--- config.mk ---
export PLATFORM = sky130hd
export DESIGN_NAME = txq_top
export DESIGN_NICKNAME = d
export VERILOG_FILES = /design/src/rtl/txq_pkg.sv /design/src/rtl/txq_byte_fifo.sv /design/src/rtl/txq_shifter.sv /design/src/rtl/txq_csr.sv /design/src/rtl/txq_top.sv
export SDC_FILE = /design/constraint.sdc
export NUM_CORES = 1
export LEC_CHECK = 0
export ABC_AREA = 1
export CORE_AREA = 2 2 190 192
export CTS_CLUSTER_DIAMETER = 200
export DETAILED_ROUTE_END_ITERATION = 8
export DIE_AREA = 0 0 192 194
export GPL_TIMING_DRIVEN = 0
export HOLD_SLACK_MARGIN = 0.08
export PLACE_DENSITY_LB_ADDON = 0.05
export SLEW_MARGIN = 20
export SYNTH_ARGS = -nofsm -noshare
export SYNTH_HDL_FRONTEND = slang
export SYNTH_SLANG_ARGS = --single-unit
--- constraint.sdc ---
create_clock -name clk -period 4.5 [get_ports clk]
set_clock_uncertainty 0.1 [all_clocks]
set_input_delay 0.9 -clock clk [delete_from_list [all_inputs] [get_ports clk]]
set_output_delay 0.9 -clock clk [all_outputs]
set_load 0.03 [all_outputs]
--- src/rtl/txq_pkg.sv ---
package txq_pkg;

  typedef enum logic [2:0] {
    SEL_PUSH8  = 3'd0,
    SEL_PUSH16 = 3'd1,
    SEL_PUSH32 = 3'd2,
    SEL_LEVEL  = 3'd3,
    SEL_STAT   = 3'd4,
    SEL_IRQEN  = 3'd5,
    SEL_DIV    = 3'd6
  } reg_sel_e;

  // Number of bytes a write to the given register pushes.
  function automatic logic [2:0] push_bytes(input logic [2:0] sel);
    case (sel)
      3'(SEL_PUSH8):  return 3'd1;
      3'(SEL_PUSH16): return 3'd2;
      3'(SEL_PUSH32): return 3'd4;
      default:        return 3'd0;
    endcase
  endfunction

  // True when n more bytes still fit beside lvl queued ones.
  function automatic logic room_ok(input int unsigned lvl, input int unsigned n,
                                   input int unsigned cap);
    return (lvl + n) <= cap;
  endfunction

endpackage

--- src/rtl/txq_byte_fifo.sv ---
module txq_byte_fifo #(
  parameter int unsigned DEPTH = 16,       // power of two
  parameter int unsigned LW    = $clog2(DEPTH + 1)
) (
  input  logic          clk,
  input  logic          rst_n,
  input  logic [2:0]    push_n,
  input  logic [31:0]   push_data,
  input  logic          pop,
  output logic [LW-1:0] level,
  output logic [7:0]    head,
  output logic          drop
);
  import txq_pkg::*;

  localparam int unsigned PW = $clog2(DEPTH);

  logic [7:0]    mem [DEPTH];
  logic [PW-1:0] wr_ptr, rd_ptr;
  logic          fits, accept, do_pop;

  assign fits   = room_ok(int'(level), int'(push_n), DEPTH);
  assign accept = (push_n != 3'd0) && fits;
  assign drop   = (push_n != 3'd0) && !fits;
  assign do_pop = pop && (level != '0);
  assign head   = mem[rd_ptr];

  always_ff @(posedge clk) begin
    for (int k = 0; k < 4; k++) begin
      if (accept && (3'(k) < push_n))
        mem[wr_ptr + PW'(k)] <= push_data[8*k +: 8];
    end
  end

  always_ff @(posedge clk) begin
    if (!rst_n) begin
      wr_ptr <= '0;
      rd_ptr <= '0;
      level  <= '0;
    end else begin
      if (accept) wr_ptr <= wr_ptr + PW'(push_n);
      if (do_pop) rd_ptr <= rd_ptr + PW'(1);
      level <= level + (accept ? LW'(push_n) : LW'(0)) - LW'(do_pop);
    end
  end

  assert_level_bound_R3: assert property (@(posedge clk) disable iff (!rst_n)
    level <= LW'(DEPTH));

  assert_drop_keeps_level_R3: assert property (@(posedge clk) disable iff (!rst_n)
    drop |=> level == $past(level) - LW'($past(do_pop)));

  assert_pop_nonempty_R4: assert property (@(posedge clk) disable iff (!rst_n)
    pop |-> level != '0);

endmodule

--- src/rtl/txq_shifter.sv ---
module txq_shifter #(
  parameter int unsigned DIV_W = 16
) (
  input  logic             clk,
  input  logic             rst_n,
  input  logic [DIV_W-1:0] div,
  input  logic             have_data,
  input  logic [7:0]       head,
  output logic             pop,
  output logic             ser_out,
  output logic             busy
);
  logic [7:0]       shreg;
  logic [2:0]       bitcnt;
  logic [DIV_W-1:0] divcnt;
  logic             load, bit_end, last_bit;

  assign load     = !busy && have_data;
  assign pop      = load;
  assign bit_end  = busy && (divcnt == '0);
  assign last_bit = bit_end && (bitcnt == 3'd7);
  assign ser_out  = busy ? shreg[0] : 1'b1;

  always_ff @(posedge clk) begin
    if (!rst_n) begin
      busy   <= 1'b0;
      shreg  <= '0;
      bitcnt <= '0;
      divcnt <= '0;
    end else if (load) begin
      busy   <= 1'b1;
      shreg  <= head;
      bitcnt <= '0;
      divcnt <= div;
    end else if (last_bit) begin
      busy <= 1'b0;
    end else if (bit_end) begin
      shreg  <= {1'b0, shreg[7:1]};
      bitcnt <= bitcnt + 3'd1;
      divcnt <= div;
    end else if (busy) begin
      divcnt <= divcnt - DIV_W'(1);
    end
  end

  assert_load_lsb_R5: assert property (@(posedge clk) disable iff (!rst_n)
    load |=> busy && ser_out == $past(head[0]));

  assert_shift_next_R5: assert property (@(posedge clk) disable iff (!rst_n)
    (bit_end && !last_bit) |=> ser_out == $past(shreg[1]));

  assert_idle_high_R5: assert property (@(posedge clk) disable iff (!rst_n)
    last_bit |=> ser_out);

endmodule

--- src/rtl/txq_csr.sv ---
module txq_csr #(
  parameter int unsigned DIV_W = 16,
  parameter int unsigned LW    = 5
) (
  input  logic             clk,
  input  logic             rst_n,
  input  logic             wr_en,
  input  logic             rd_en,
  input  logic [2:0]       addr,
  input  logic [31:0]      wdata,
  input  logic [LW-1:0]    level,
  input  logic             drop,
  input  logic             busy,
  output logic [2:0]       push_n,
  output logic [31:0]      rdata,
  output logic [DIV_W-1:0] div,
  output logic             irq
);
  import txq_pkg::*;

  logic [LW-1:0] prev_level;
  logic          drain_evt, irq_stat, ovf, irq_en;
  logic          wr_stat;

  assign push_n    = wr_en ? push_bytes(addr) : 3'd0;
  assign wr_stat   = wr_en && (addr == 3'(SEL_STAT));
  // Drain edge: previous level one, current level zero.
  assign drain_evt = (prev_level == LW'(1)) && (level == '0);
  assign irq       = irq_stat & irq_en;

  always_ff @(posedge clk) begin
    if (!rst_n) begin
      prev_level <= '0;
      irq_stat   <= 1'b0;
      ovf        <= 1'b0;
      irq_en     <= 1'b0;
      div        <= '0;
      rdata      <= '0;
    end else begin
      prev_level <= level;
      if (drain_evt)                irq_stat <= 1'b1;
      else if (wr_stat && wdata[0]) irq_stat <= 1'b0;
      if (drop)                     ovf <= 1'b1;
      else if (wr_stat && wdata[1]) ovf <= 1'b0;
      if (wr_en && addr == 3'(SEL_IRQEN)) irq_en <= wdata[0];
      if (wr_en && addr == 3'(SEL_DIV))   div    <= wdata[DIV_W-1:0];
      if (rd_en) begin
        case (addr)
          3'(SEL_LEVEL): rdata <= 32'(level);
          3'(SEL_STAT):  rdata <= {29'd0, busy, ovf, irq_stat};
          3'(SEL_IRQEN): rdata <= {31'd0, irq_en};
          3'(SEL_DIV):   rdata <= 32'(div);
          default:       rdata <= '0;
        endcase
      end
    end
  end

  assert_drain_sets_R6: assert property (@(posedge clk) disable iff (!rst_n)
    drain_evt |=> irq_stat);

  assert_drain_cause_R6: assert property (@(posedge clk) disable iff (!rst_n)
    $rose(irq_stat) |-> $past(drain_evt));

  assert_ovf_cause_R3: assert property (@(posedge clk) disable iff (!rst_n)
    $rose(ovf) |-> $past(drop));

endmodule

--- src/rtl/txq_top.sv ---
module txq_top #(
  parameter int unsigned DEPTH = 16,
  parameter int unsigned DIV_W = 16
) (
  input  logic        clk,
  input  logic        rst_n,
  input  logic        wr_en,
  input  logic        rd_en,
  input  logic [2:0]  addr,
  input  logic [31:0] wdata,
  output logic [31:0] rdata,
  output logic        ser_out,
  output logic        tx_busy,
  output logic        irq
);
  localparam int unsigned LW = $clog2(DEPTH + 1);

  logic [2:0]       push_n;
  logic [LW-1:0]    level;
  logic [7:0]       head;
  logic             drop, pop;
  logic [DIV_W-1:0] div;

  txq_csr #(.DIV_W(DIV_W), .LW(LW)) csr_i (
    .clk(clk), .rst_n(rst_n), .wr_en(wr_en), .rd_en(rd_en), .addr(addr),
    .wdata(wdata), .level(level), .drop(drop), .busy(tx_busy),
    .push_n(push_n), .rdata(rdata), .div(div), .irq(irq)
  );

  txq_byte_fifo #(.DEPTH(DEPTH), .LW(LW)) fifo_i (
    .clk(clk), .rst_n(rst_n), .push_n(push_n), .push_data(wdata),
    .pop(pop), .level(level), .head(head), .drop(drop)
  );

  txq_shifter #(.DIV_W(DIV_W)) shift_i (
    .clk(clk), .rst_n(rst_n), .div(div), .have_data(level != '0),
    .head(head), .pop(pop), .ser_out(ser_out), .busy(tx_busy)
  );

endmodule

==> key figures <==
Logic synthesis
  • Synth Area in Adders: 2.252%
  • Synth area leaders: edfxtp_1 (27%), nand2_1 (12%), dfxtp_1 (12%)
  • Synth Area in Compound Gates: 17.69%
  • Post-synth cell types: 49
  • Largest family of logic cells by synthesized area: simple AND/OR/NAND/NOR gates
  • Synth Area in Simple Gates: 32.31%
  • Top FF cell, synth: edfxtp_1
  • Syn Inst Count: 2062
  • EDFF count, synth: 128
  • Syn. warnings: 0
  • Synth top cells by count: nand2_1 (459), nor2_1 (302), a21oi_1 (279), nand3_1 (201), inv_1 (145)
  • Synthesized flop and latch total: 213
  • Post-Synth XOR/XNOR Area: 0.7944%
  • Synth top area share: 26.82%
  • Avg Cell Area, Syn: 6.951 um2
  • Async SR Flop Fraction: 0%
  • Register area share after synthesis: 38.69%
  • Top-count cell post-synth: nand2_1
  • Post-synthesis mux area share: 0%
  • Post-Synthesis Cell Area: 14330 um2
  • Largest area contributor in the netlist: edfxtp_1

STA
  • Fin Setup TNS: 0 ns
  • Hold Vio Cnt, Final: 0
  • Worst slew pin tran: 1.278 ns
  • Relative slew margins: 14.78%
  • Slew Viols, Final: 0
  • RSZ-0062 raised after global routing: false
  • Fin crit period: 4.307 ns
  • Post-route clock period utilization: 95.71%
  • Hold_ws: 0.3675 ns
  • Setup Viol. Count Final: 0
  • Max Fclk: 232.2 MHz

Floorplan
  • Die Y: 194 um
  • Initial Utilization: 40.69%
  • IO Pins: 74
  • FP Rows: 69
  • Core area: 35220 um2
  • Die Area: 37250 um2
  • Die width: 192 um

Clock tree
  • Worst-Skew Late Latency: 0.57 ns
  • Hold Buf Count CTS: 0
  • CTS tree: done
  • Root buffer cell: clkbuf_16
  • Clock Sinks: 213
  • CTS H-tree depth: 1
  • TritonCTS Buffers: 26
  • Clock transition at the registers of the reported paths: 0.06 ns
  • Bufs on Longest Clock Path: 3

Setup path
  • Critical path peak fanout: 9
  • CP startpoint kind: input port
  • Slowest CP cell: nand4_2
  • Critical path arrival: 4.43 ns
  • Slowest stage delay, CP: 0.48 ns
  • Critical path class: in -> reg
  • Crit path from: addr[2]
  • Setup crit end: fifo_i.mem[2][0]
  • R2R Setup Slk: 0.82 ns
  • Cells along the critical path: clkdlybuf4s50_1 -> inv_2 -> nand2_2 -> nor2_2 -> ha_1 -> fa_1 -> or2_1 -> nor2_2 -> nand3_2 -> nand2_4 -> nand4_2 -> nor2_4 -> inv_2 -> nand3_1
  • Origin of the critical flop-to-flop path: fifo_i.level[3]
  • Req. time, crit path: 4.63 ns
  • Setup crit end kind: register
  • RR Endpoint: fifo_i.level[4]
  • Worst r2r path cells: 14

Detailed routing
  • Total vias in the final route: 15679
  • TritonRoute pass-1 iters: 6
  • # DRC: 0
  • Post-DRT Antenna Nets: 0
  • DRT iter0 DRCs: 2075
  • Via density: 5.941
  • Average wire per standard cell: 25.66 um
  • Total Wirelength: 67.71 mm

Global routing
  • Met2 capacity usage during global routing: 51.84%
  • Global Route Usage Sum: 35.87%
  • Grt peak-use layer: met2
  • Initial antenna violation count: 3
  • GRT Residual Overflow: 0
  • Pin count of the biggest net entering global routing: 14
  • Global-route wire length before repair: 96.06 mm
  • Number of global-route vias before repair: 14502
  • Met3 Use GR: 9.303%
  • M1 GR Usage: 49.80%

Layout
  • Final core occ: 46.86%
  • P&R area growth vs syn: 15.17%
  • Antenna Cells: 0
  • Final net count: 2221
  • Fin cells: 2639
  • Fraction of layout cells with a size suffix above 1: 8.448%

Hold path
  • Hold Crit Class: reg -> reg

Placement
  • Gpl congestion: 1.039
  • Placed insts: 2587
  • HPWL Detailed: 48.96 mm
  • Number of port buffers: 49

Power
  • Leakage: 0.006834 uW
  • Worst VDD drop: 0.4118 mV
  • Pwr Density: 458.5 nW/um2
  • Pwr Total: 7568 uW

Run status
  • Status: finished clean

Flow run
  • Max Cap Viol: 0
## kinds of logic after synthesis
family / count (synthesis)
and+or+nand+nor: 1052
AOI/OAI and AO/OA: 469
buffers and inverters: 290
DFF: 213
adders and majority gates: 24
xor gates and xnor gates: 13
other: 1
## state kept, by name, summed over array words and instances, names as in the netlist, 5 cells and up, named ones only
signal / count
fifo_i.level: 5
shift_i.divcnt: 16
csr_i.prev_level: 5
fifo_i.mem: 128
shift_i.shreg: 8
csr_i.rdata: 16
csr_i.div: 16
## worst min-delay path by stage
stage                                 start  slack [ns]                   to  depth (start not counted)
after detailed placement          csr_i.ovf        0.36            csr_i.ovf                          2
after global placement            csr_i.ovf        0.35            csr_i.ovf                          2
after CTS                         csr_i.ovf        0.37            csr_i.ovf                          2
after floorplan             fifo_i.level[2]        0.34  csr_i.prev_level[2]                          2
after global routing      shift_i.bitcnt[1]        0.39    shift_i.bitcnt[1]                          2
final                      shift_i.shreg[6]        0.37     shift_i.shreg[6]                          2
## power by group
| group | internal (uW) | switching [uW] | total [uW] |
|---|---|---|---|
| Clock | 1320 | 881 | 2200 |
| Sequential | 2270 | 163 | 2430 |
| Combinational | 802 | 2130 | 2940 |
| Total | 4390 | 3180 | 7570 |
## timing repair
item,CTS,global route
hold endpoints to repair,0,0
setup endpoints to repair,134,166
pin swaps,2,0
setup buffers,4,0
gates resized for setup,18,9
## per-layer routing
layer	wire (um)	part of all wire (%)
met5	0	0
met4	3889	5.7
met3	7809	12
met2	28120	42
met1	27890	41
## through the flow
| step | setup WS, ns | cell area, um2 |
|---|---|---|
| 2_1_floorplan | 0.3878 | 14390 |
| 3_3_place_gp | -0.9920 | 15460 |
| 3_5_place_dp | -0.9679 | 15460 |
| 4_1_cts | -0.02302 | 16470 |
| 5_1_grt | 0.009346 | 16510 |
| 6_report | 0.1931 | 16510 |
## cell type report
type	count	area, um2
buffer	114	533.0
clock buffer	37	784.5
clock inverter	11	105.1
fill	3634	18720
inverter	176	663.1
multi-input combinational	1574	7749
sequential	213	5545
tap	461	576.8
timing repair buffer	53	550.5
## cells in the final DEF, fill, tap and decap left out, types with 8 or more instances in the layout
cell,synthesis,final
nor3_1,10,10
o21ai_0,119,119
buf_1,16,16
nand2_4,10,10
clkdlybuf4s50_1,0,47
o22ai_1,14,14
nand2_1,459,458
nand2_2,7,8
dfxtp_1,85,85
o211ai_1,14,14
conb_1,1,16
nor2_1,302,296
a21oi_1,279,279
nor2_2,19,19
clkbuf_1,72,73
nand4_1,10,10
o221ai_1,22,22
inv_2,27,27
nor2_4,7,13
inv_1,145,145
buf_4,18,21
ha_1,21,21
edfxtp_1,128,128
clkbuf_16,0,28
nand3_1,201,199
## critical path, delay by kind of cell
family	cells	cell delay, ns
adders and majority gates	2	0.65
buffers and inverters	3	0.71
and+or+nand+nor	9	2.17
Note: power is estimated with default switching activity, not from simulation.
